==> config.mk <==
export PLATFORM = sky130hd
export DESIGN_NAME = spi_crc_unit
export DESIGN_NICKNAME = d
export VERILOG_FILES = /design/src/rtl/spi_crc_pkg.sv /design/src/rtl/spi_crc_lane.sv /design/src/rtl/spi_crc_regs.sv /design/src/rtl/spi_crc_unit.sv
export SDC_FILE = /design/constraint.sdc
export NUM_CORES = 1
export LEC_CHECK = 0
export ABC_AREA = 1
export BUFFER_PORTS_ARGS = -buffer_cell sky130_fd_sc_hd__buf_2
export CELL_PAD_IN_SITES_DETAIL_PLACEMENT = 2
export CELL_PAD_IN_SITES_GLOBAL_PLACEMENT = 2
export CORE_AREA = 2 2 107 109
export DETAILED_ROUTE_END_ITERATION = 7
export DIE_AREA = 0 0 109 111
export GPL_TIMING_DRIVEN = 0
export PLACE_DENSITY = 0.86
export SYNTH_ARGS = -nofsm -noshare
export SYNTH_HDL_FRONTEND = slang
export SYNTH_SLANG_ARGS = --single-unit
==> constraint.sdc <==
create_clock -name clk -period 1.73 [get_ports clk]
set_input_delay 0.346 -clock clk [delete_from_list [all_inputs] [get_ports clk]]
set_output_delay 0.346 -clock clk [all_outputs]
set_load 0.05 [all_outputs]
==> src/rtl/spi_crc_pkg.sv <==
package spi_crc_pkg;
  localparam int ADDR_W = 2;

  typedef enum logic [ADDR_W-1:0] {
    ADR_CTRL  = 2'd0,
    ADR_POLY  = 2'd1,
    ADR_TXCRC = 2'd2,
    ADR_RXCRC = 2'd3
  } crc_addr_e;

  localparam int CTL_EN_BIT   = 0;
  localparam int CTL_WIDE_BIT = 1;
  localparam int LANES        = 2;
endpackage

==> src/rtl/spi_crc_lane.sv <==
module spi_crc_lane #(
  parameter int W  = 16,
  parameter int NW = 8
) (
  input  logic         clk,
  input  logic         rst,
  input  logic         clr,
  input  logic         step,
  input  logic         wide,
  input  logic         din,
  input  logic [W-1:0] poly,
  output logic [W-1:0] crc
);
  localparam logic [W-1:0] NMASK = {{(W-NW){1'b0}}, {NW{1'b1}}};

  logic [W-1:0] crc_q, crc_nxt;
  logic         fb;

  always_comb begin
    fb      = din ^ (wide ? crc_q[W-1] : crc_q[NW-1]);
    crc_nxt = {crc_q[W-2:0], 1'b0} ^ (fb ? poly : '0);
    if (!wide) crc_nxt = crc_nxt & NMASK;
  end

  always_ff @(posedge clk) begin
    if (rst || clr) crc_q <= '0;
    else if (step)  crc_q <= crc_nxt;
  end

  assign crc = crc_q;
endmodule

==> src/rtl/spi_crc_regs.sv <==
module spi_crc_regs
  import spi_crc_pkg::*;
#(
  parameter int           W        = 16,
  parameter int           NW       = 8,
  parameter logic [W-1:0] POLY_RST = 16'h0007
) (
  input  logic              clk,
  input  logic              rst,
  input  logic              reg_wr,
  input  logic              reg_rd,
  input  logic [ADDR_W-1:0] reg_addr,
  input  logic [W-1:0]      reg_wdata,
  input  logic              busy,
  input  logic [W-1:0]      tx_crc,
  input  logic [W-1:0]      rx_crc,
  output logic              crc_en,
  output logic              wide,
  output logic [W-1:0]      poly,
  output logic              clr,
  output logic [W-1:0]      reg_rdata,
  output logic              reg_rvalid,
  output logic              rd_stale
);
  localparam logic [W-1:0] NMASK = {{(W-NW){1'b0}}, {NW{1'b1}}};

  logic         en_q, wide_q;
  logic [W-1:0] poly_q, rd_mux, vis_mask;
  logic         wr_ctrl;

  assign wr_ctrl = reg_wr && (reg_addr == ADR_CTRL);
  assign clr     = wr_ctrl && reg_wdata[CTL_EN_BIT];

  always_ff @(posedge clk) begin
    if (rst) begin
      en_q   <= 1'b0;
      wide_q <= 1'b0;
      poly_q <= POLY_RST;
    end else if (reg_wr) begin
      if (reg_addr == ADR_CTRL) begin
        en_q   <= reg_wdata[CTL_EN_BIT];
        wide_q <= reg_wdata[CTL_WIDE_BIT];
      end
      if (reg_addr == ADR_POLY) poly_q <= reg_wdata;
    end
  end

  assign vis_mask = wide_q ? '1 : NMASK;

  always_comb begin
    unique case (crc_addr_e'(reg_addr))
      ADR_CTRL:  rd_mux = {{(W-2){1'b0}}, wide_q, en_q};
      ADR_POLY:  rd_mux = poly_q;
      ADR_TXCRC: rd_mux = tx_crc & vis_mask;
      ADR_RXCRC: rd_mux = rx_crc & vis_mask;
      default:   rd_mux = '0;
    endcase
  end

  always_ff @(posedge clk) begin
    if (rst) begin
      reg_rdata  <= '0;
      reg_rvalid <= 1'b0;
      rd_stale   <= 1'b0;
    end else begin
      reg_rvalid <= reg_rd;
      rd_stale   <= reg_rd && busy;
      if (reg_rd) reg_rdata <= rd_mux;
    end
  end

  assign crc_en = en_q;
  assign wide   = wide_q;
  assign poly   = poly_q;
endmodule

==> src/rtl/spi_crc_unit.sv <==
module spi_crc_unit
  import spi_crc_pkg::*;
#(
  parameter int           W        = 16,
  parameter int           NW       = 8,
  parameter logic [W-1:0] POLY_RST = 16'h0007
) (
  input  logic              clk,
  input  logic              rst,
  input  logic              bit_stb,
  input  logic              tx_bit,
  input  logic              rx_bit,
  input  logic              busy,
  input  logic              i2s_mode,
  input  logic              reg_wr,
  input  logic              reg_rd,
  input  logic [ADDR_W-1:0] reg_addr,
  input  logic [W-1:0]      reg_wdata,
  output logic [W-1:0]      reg_rdata,
  output logic              reg_rvalid,
  output logic              rd_stale
);
  logic         crc_en, wide, clr, step;
  logic [W-1:0] poly, tx_crc, rx_crc;
  logic [LANES-1:0] lane_din;
  logic [W-1:0]     lane_crc [LANES];

  assign step     = bit_stb && crc_en && !i2s_mode;
  assign lane_din = {rx_bit, tx_bit};

  for (genvar g = 0; g < LANES; g++) begin : g_lane
    spi_crc_lane #(.W(W), .NW(NW)) lane_i (
      .clk  (clk),
      .rst  (rst),
      .clr  (clr),
      .step (step),
      .wide (wide),
      .din  (lane_din[g]),
      .poly (poly),
      .crc  (lane_crc[g])
    );
  end

  assign tx_crc = lane_crc[0];
  assign rx_crc = lane_crc[1];

  spi_crc_regs #(.W(W), .NW(NW), .POLY_RST(POLY_RST)) regs_i (
    .clk        (clk),
    .rst        (rst),
    .reg_wr     (reg_wr),
    .reg_rd     (reg_rd),
    .reg_addr   (reg_addr),
    .reg_wdata  (reg_wdata),
    .busy       (busy),
    .tx_crc     (tx_crc),
    .rx_crc     (rx_crc),
    .crc_en     (crc_en),
    .wide       (wide),
    .poly       (poly),
    .clr        (clr),
    .reg_rdata  (reg_rdata),
    .reg_rvalid (reg_rvalid),
    .rd_stale   (rd_stale)
  );
endmodule

After elaboration in Yosys (flattened, before gate mapping)
Cells that the tools add are included.

Bits of input ports: 27. Logic and storage cells: 35. Output and inout bits: 18. Flip-flop bits (word level): 68.

Eq/ne operators: 3. Bitwise logic cells: 6. Reductions and logical operators: 10. Muxes and demuxes: 8.

Operators by type and width (count): $mux W16 (5); $pmux W16 S4 (1); $and A16 B16 Y16 (2); $xor A16 B16 Y16 (2); $logic_and A1 B1 Y1 (5); $eq A2 B2 Y1 const B (2); $reduce_and A2 Y1 (2); $eq A2 B1 Y1 const B (1); $logic_not A2 Y1 (1); $mux W1 (2); $xor A1 B1 Y1 (2); $logic_not A1 Y1 (1); $logic_or A1 B1 Y1 (1).

Logic depth before layout (Yosys ltp)
Word-level depth: 5. Depth in mapped cells: 9. Mapped depth without buffers: 9.

Modules after synthesis
From an unflattened synthesis, not the netlist that was laid out.

Cells, all modules: 569. Area total of the unflattened synthesis: 3866.2 um^2.

By module, submodules not included: spi_crc_lane (area an instance 1024.7 um^2, cells an instance 151, times used 2, sequential area each 320.3 um^2); spi_crc_regs (area an instance 1806.7 um^2, cells an instance 265, times used 1, sequential area each 720.7 um^2); spi_crc_unit (area an instance 10.0 um^2, cells an instance 2, times used 1, sequential area each 0.0 um^2).

Worst setup path after synthesis
No wires, ideal clock.

Path kind: input-to-reg. From: input port reg_addr[0]. To: register regs_i.poly_q[0] (netlist: regs_i.poly[0]). Setup slack: 0.464 ns. Path buffers: 3. Setup time: 0.130 ns. Stages: 8. Arrival time: 1.137 ns. Data required time: 1.600 ns. Cell sequence: buf_4 inv_2 nor2_4 nand2_1 buf_2 buf_6 nand2_1 nand3_1.

Longest elaborated chain between the ends: 2.

Ends and longest elaborated chain: start, declared (line spi_crc_unit.sv:17) `input logic [ADDR_W-1:0] reg_addr,`; $eq A2 B1 Y1 (line spi_crc_regs.sv:44) `if (reg_addr == ADR_POLY) poly_q <= reg_wdata;`; $reduce_and A2 Y1 (no source line); end signal, assigned (line spi_crc_regs.sv:44); end, declared (line spi_crc_regs.sv:28) `logic [W-1:0] poly_q, rd_mux, vis_mask;`.

Every way passes these cells. A chain may end at the register's enable or synchronous reset.

Worst setup path after layout
From: register regs_i.en_q (netlist: regs_i.crc_en). To: register g_lane[1].lane_i.crc_q[4].

Longest elaborated chain between the ends: 2.

Ends and longest elaborated chain: start, declared (line spi_crc_regs.sv:27) `logic en_q, wide_q;`; start signal, assigned (line spi_crc_regs.sv:41) `en_q <= reg_wdata[CTL_EN_BIT];`; $logic_and A1 B1 Y1 (2 in a row) (line spi_crc_unit.sv:28) `assign step = bit_stb && crc_en && !i2s_mode;`; end signal, assigned (line spi_crc_lane.sv:27) `else if (step) crc_q <= crc_nxt;`; end, declared (line spi_crc_lane.sv:16) `logic [W-1:0] crc_q, crc_nxt;`.

Every way passes these cells.

==> results.txt <==
Hold depth = 2
Clock buffer depth = 2
Crit path capture type = flip-flop
P_leak = 1.669 nW
Startpoint type of the worst setup path = flip-flop
Antenna Violating Nets Remaining = 0
Area growth, synth to finish = 20.48%
Mapped cell area = 3416 um2
I/O Buffers = 43
Post-synthesis mux area share = 0%
Most common cell after layout, fill and taps aside = nand2_1
Final Non-Filler Cells = 687
Fin crit period = 1.622 ns
Hold Path End = regs_i.crc_en$_SDFFE_PP0P_
Clock root buffer master = clkbuf_16
Synth Warn # = 0
Slew margin rel. = 60.10%
Dpl cells = 671
Total die area = 12100 um2
Largest family of logic cells by synthesized area = simple AND/OR/NAND/NOR gates
Synth area leaders = dfxtp_1 (40%), nand2_1 (12%), a21oi_1 (7.3%)
Initial antenna violation count = 0
WP data required = 1.97 ns
Std-Cell Core Area = 11080 um2
Die X = 109 um
Least-Margin Pin Slew = 0.5984 ns
WHS = 0.1962 ns
Wire per inst = 20.14 um
Final hold vios = 0
Via density = 5.421
Max cap viols = 0
Drt drc = 0
Final Cell Area = 4115 um2
Post-DP Area = 3810 um2
Vias in the first global route = 4070
Final slew viol count = 0
Max Freq = 616.4 MHz
Remaining global-route overflow = 0
Top cell type's share of synthesized area = 39.85%
Starting Density = 30.84%
Reg2reg end = g_lane[1].lane_i.crc[4]$_SDFFE_PP0P_
Number of inserted diodes = 0
Post-synthesis adder-cell area fraction = 0%
R2R Setup Slk = 0.11 ns
Arr. time, crit path = 1.86 ns
Std-Cell Rows = 39
GPL Wtd Cong = 0.7778
Type of the tightest min-delay check = in2reg
Final setup viols = 0
H-tree depth = 3
Design Power = 3.978 mW
Final worst path period share = 93.77%
Commonest non-fill, non-tap cells in the layout = nand2_1 (106), dfxtp_1 (67), inv_1 (58)
Reg-to-reg startpoint = regs_i.crc_en$_SDFFE_PP0P_
FILL cells = 1297
Maximum VDD drop = 0.4528 mV
Detailed Routing Iterations Pass 1 = 4
Yosys cell types = 21
Iter 0 DRT Violations = 186
Dpl hpwl = 9670 um
Simple-Gate Fraction of Synth Area = 29.12%
Ports = 45
Critical-path maximum fanout = 10
Synth area leader = dfxtp_1
Post-synthesis sequential area ratio = 39.85%
Seq cells post-synth = 68
WS Path Type = reg2reg
Hold path startpoint = rst
RSZ-0062 raised after global routing = false
Dpl ws = 0.05884 ns
Fin util = 37.15%
CTS buffer count = 9
Setup_tns = 0 ns
Clock transition at path regs = 0.06 ns
First-pass GRT wire length = 22080 um
Post-Synth XOR/XNOR Area = 0%
Layout cells sized above 1 = 17.65%
CTS tree = built
Clock latency on the worst-skew pair = 0.34 ns
Mapped Cells = 485
Largest net degree at the start of global routing = 12
Vert. Die Dim = 111 um
Final Skew = 0.003039 ns
Final setup margin = 0.1077 ns
Total global-route track usage = 23.92%
Run status = finished clean
Synth Area in Compound Gates = 19.19%
Post-Syn Area per Cell = 7.043 um2
CTS sink count = 68
Reg2Reg Depth = 8
Final nets = 566
Syn Nets = 512
Power Dens Cells = 966.6 nW/um2
Vias = 3724
Final wirelength = 13840 um
[worst max-delay path, cell delays in order, from the launching register on]
cell and delay [ns]:
dfxtp_1 0.38, inv_2 0.04, nor2_1 0.15, nand2_2 0.17, inv_1 0.25, buf_2 0.29, nand3_1 0.13, nand2_1 0.07
inv_1 0.04
[registers in the layout (all words and copies together) (netlist names)]
register,count
regs_i.poly,16
regs_i.reg_rvalid,1
regs_i.reg_rdata,16
regs_i.wide,1
regs_i.rd_stale,1
g_lane.lane_i.crc,32
regs_i.crc_en,1
[metal layers]
layer	routed length, um	share of wire [%]	vias up	track usage (%)
met2	6748	49	86	40.21
li1	-	-	1767	-
met5	0	0	-	0
met3	420	3.0	31	2.998
met1	6345	46	1840	30.82
met4	319	2.3	0	9.060
[final cells by class]
cell class / instances / area [um2] / share of cell area (%)
multi-input combinational: 325 / 1650 / 40.10
buffer: 30 / 171.4 / 4.165
sequential: 68 / 1363 / 33.11
tap: 143 / 178.9 / 4.348
inverter: 62 / 232.7 / 5.655
clock inverter: 4 / 47.55 / 1.155
timing repair buffer: 43 / 215.2 / 5.230
clock buffer: 12 / 256.5 / 6.233
[synth_stat cells (all sizes together)]
cell and instances:
dfxtp 68, nand2 114, a31oi 15, o21ai 44
buf 20, a21oi 50, nand4 32, inv 62
o221ai 7, nand3 50, clkbuf 10, nor2 9
o211ai 4
[power breakdown]
group          switching, mW  internal (mW)  leakage [nW]
sequential            0.0468           1.61         0.554
combinational          0.300          0.110         0.967
clock                  0.718           1.19         0.149
total                   1.07           2.91          1.67
[worst max path at each step]
| stage | cells past startpoint | to | slack [ns] | start |
|---|---|---|---|---|
| floorplan | 8 | regs_i.poly[0]$_SDFFE_PP1P_ | 0.46 | reg_addr[0] |
| global placement | 8 | g_lane[1].lane_i.crc[2]$_SDFFE_PP0P_ | 0.09 | i2s_mode |
| detailed placement | 8 | g_lane[1].lane_i.crc[4]$_SDFFE_PP0P_ | 0.06 | i2s_mode |
| CTS | 9 | g_lane[1].lane_i.crc[4]$_SDFFE_PP0P_ | 0.07 | regs_i.wide$_SDFFE_PP0P_ |
| global route | 8 | g_lane[0].lane_i.crc[7]$_SDFFE_PP0P_ | 0.01 | regs_i.crc_en$_SDFFE_PP0P_ |
| finish | 8 | g_lane[1].lane_i.crc[4]$_SDFFE_PP0P_ | 0.11 | regs_i.crc_en$_SDFFE_PP0P_ |
[timing repair]
| action | 4_1_cts | 5_1_grt |
|---|---|---|
| gates resized for setup | 0 | 4 |
| hold buffers | 0 | 0 |
| endpoints found under the setup margin | 0 | 7 |
| buffers inserted | 0 | 0 |
[logic make-up (layout without fill, tap and decap cells)]
group | after synthesis | in the layout
and+or+nand+nor | 205 | 205
AOI/OAI and AO/OA | 120 | 120
buffers and inverters | 92 | 151
DFF | 68 | 68
Power figures use the tool's default switching activity.
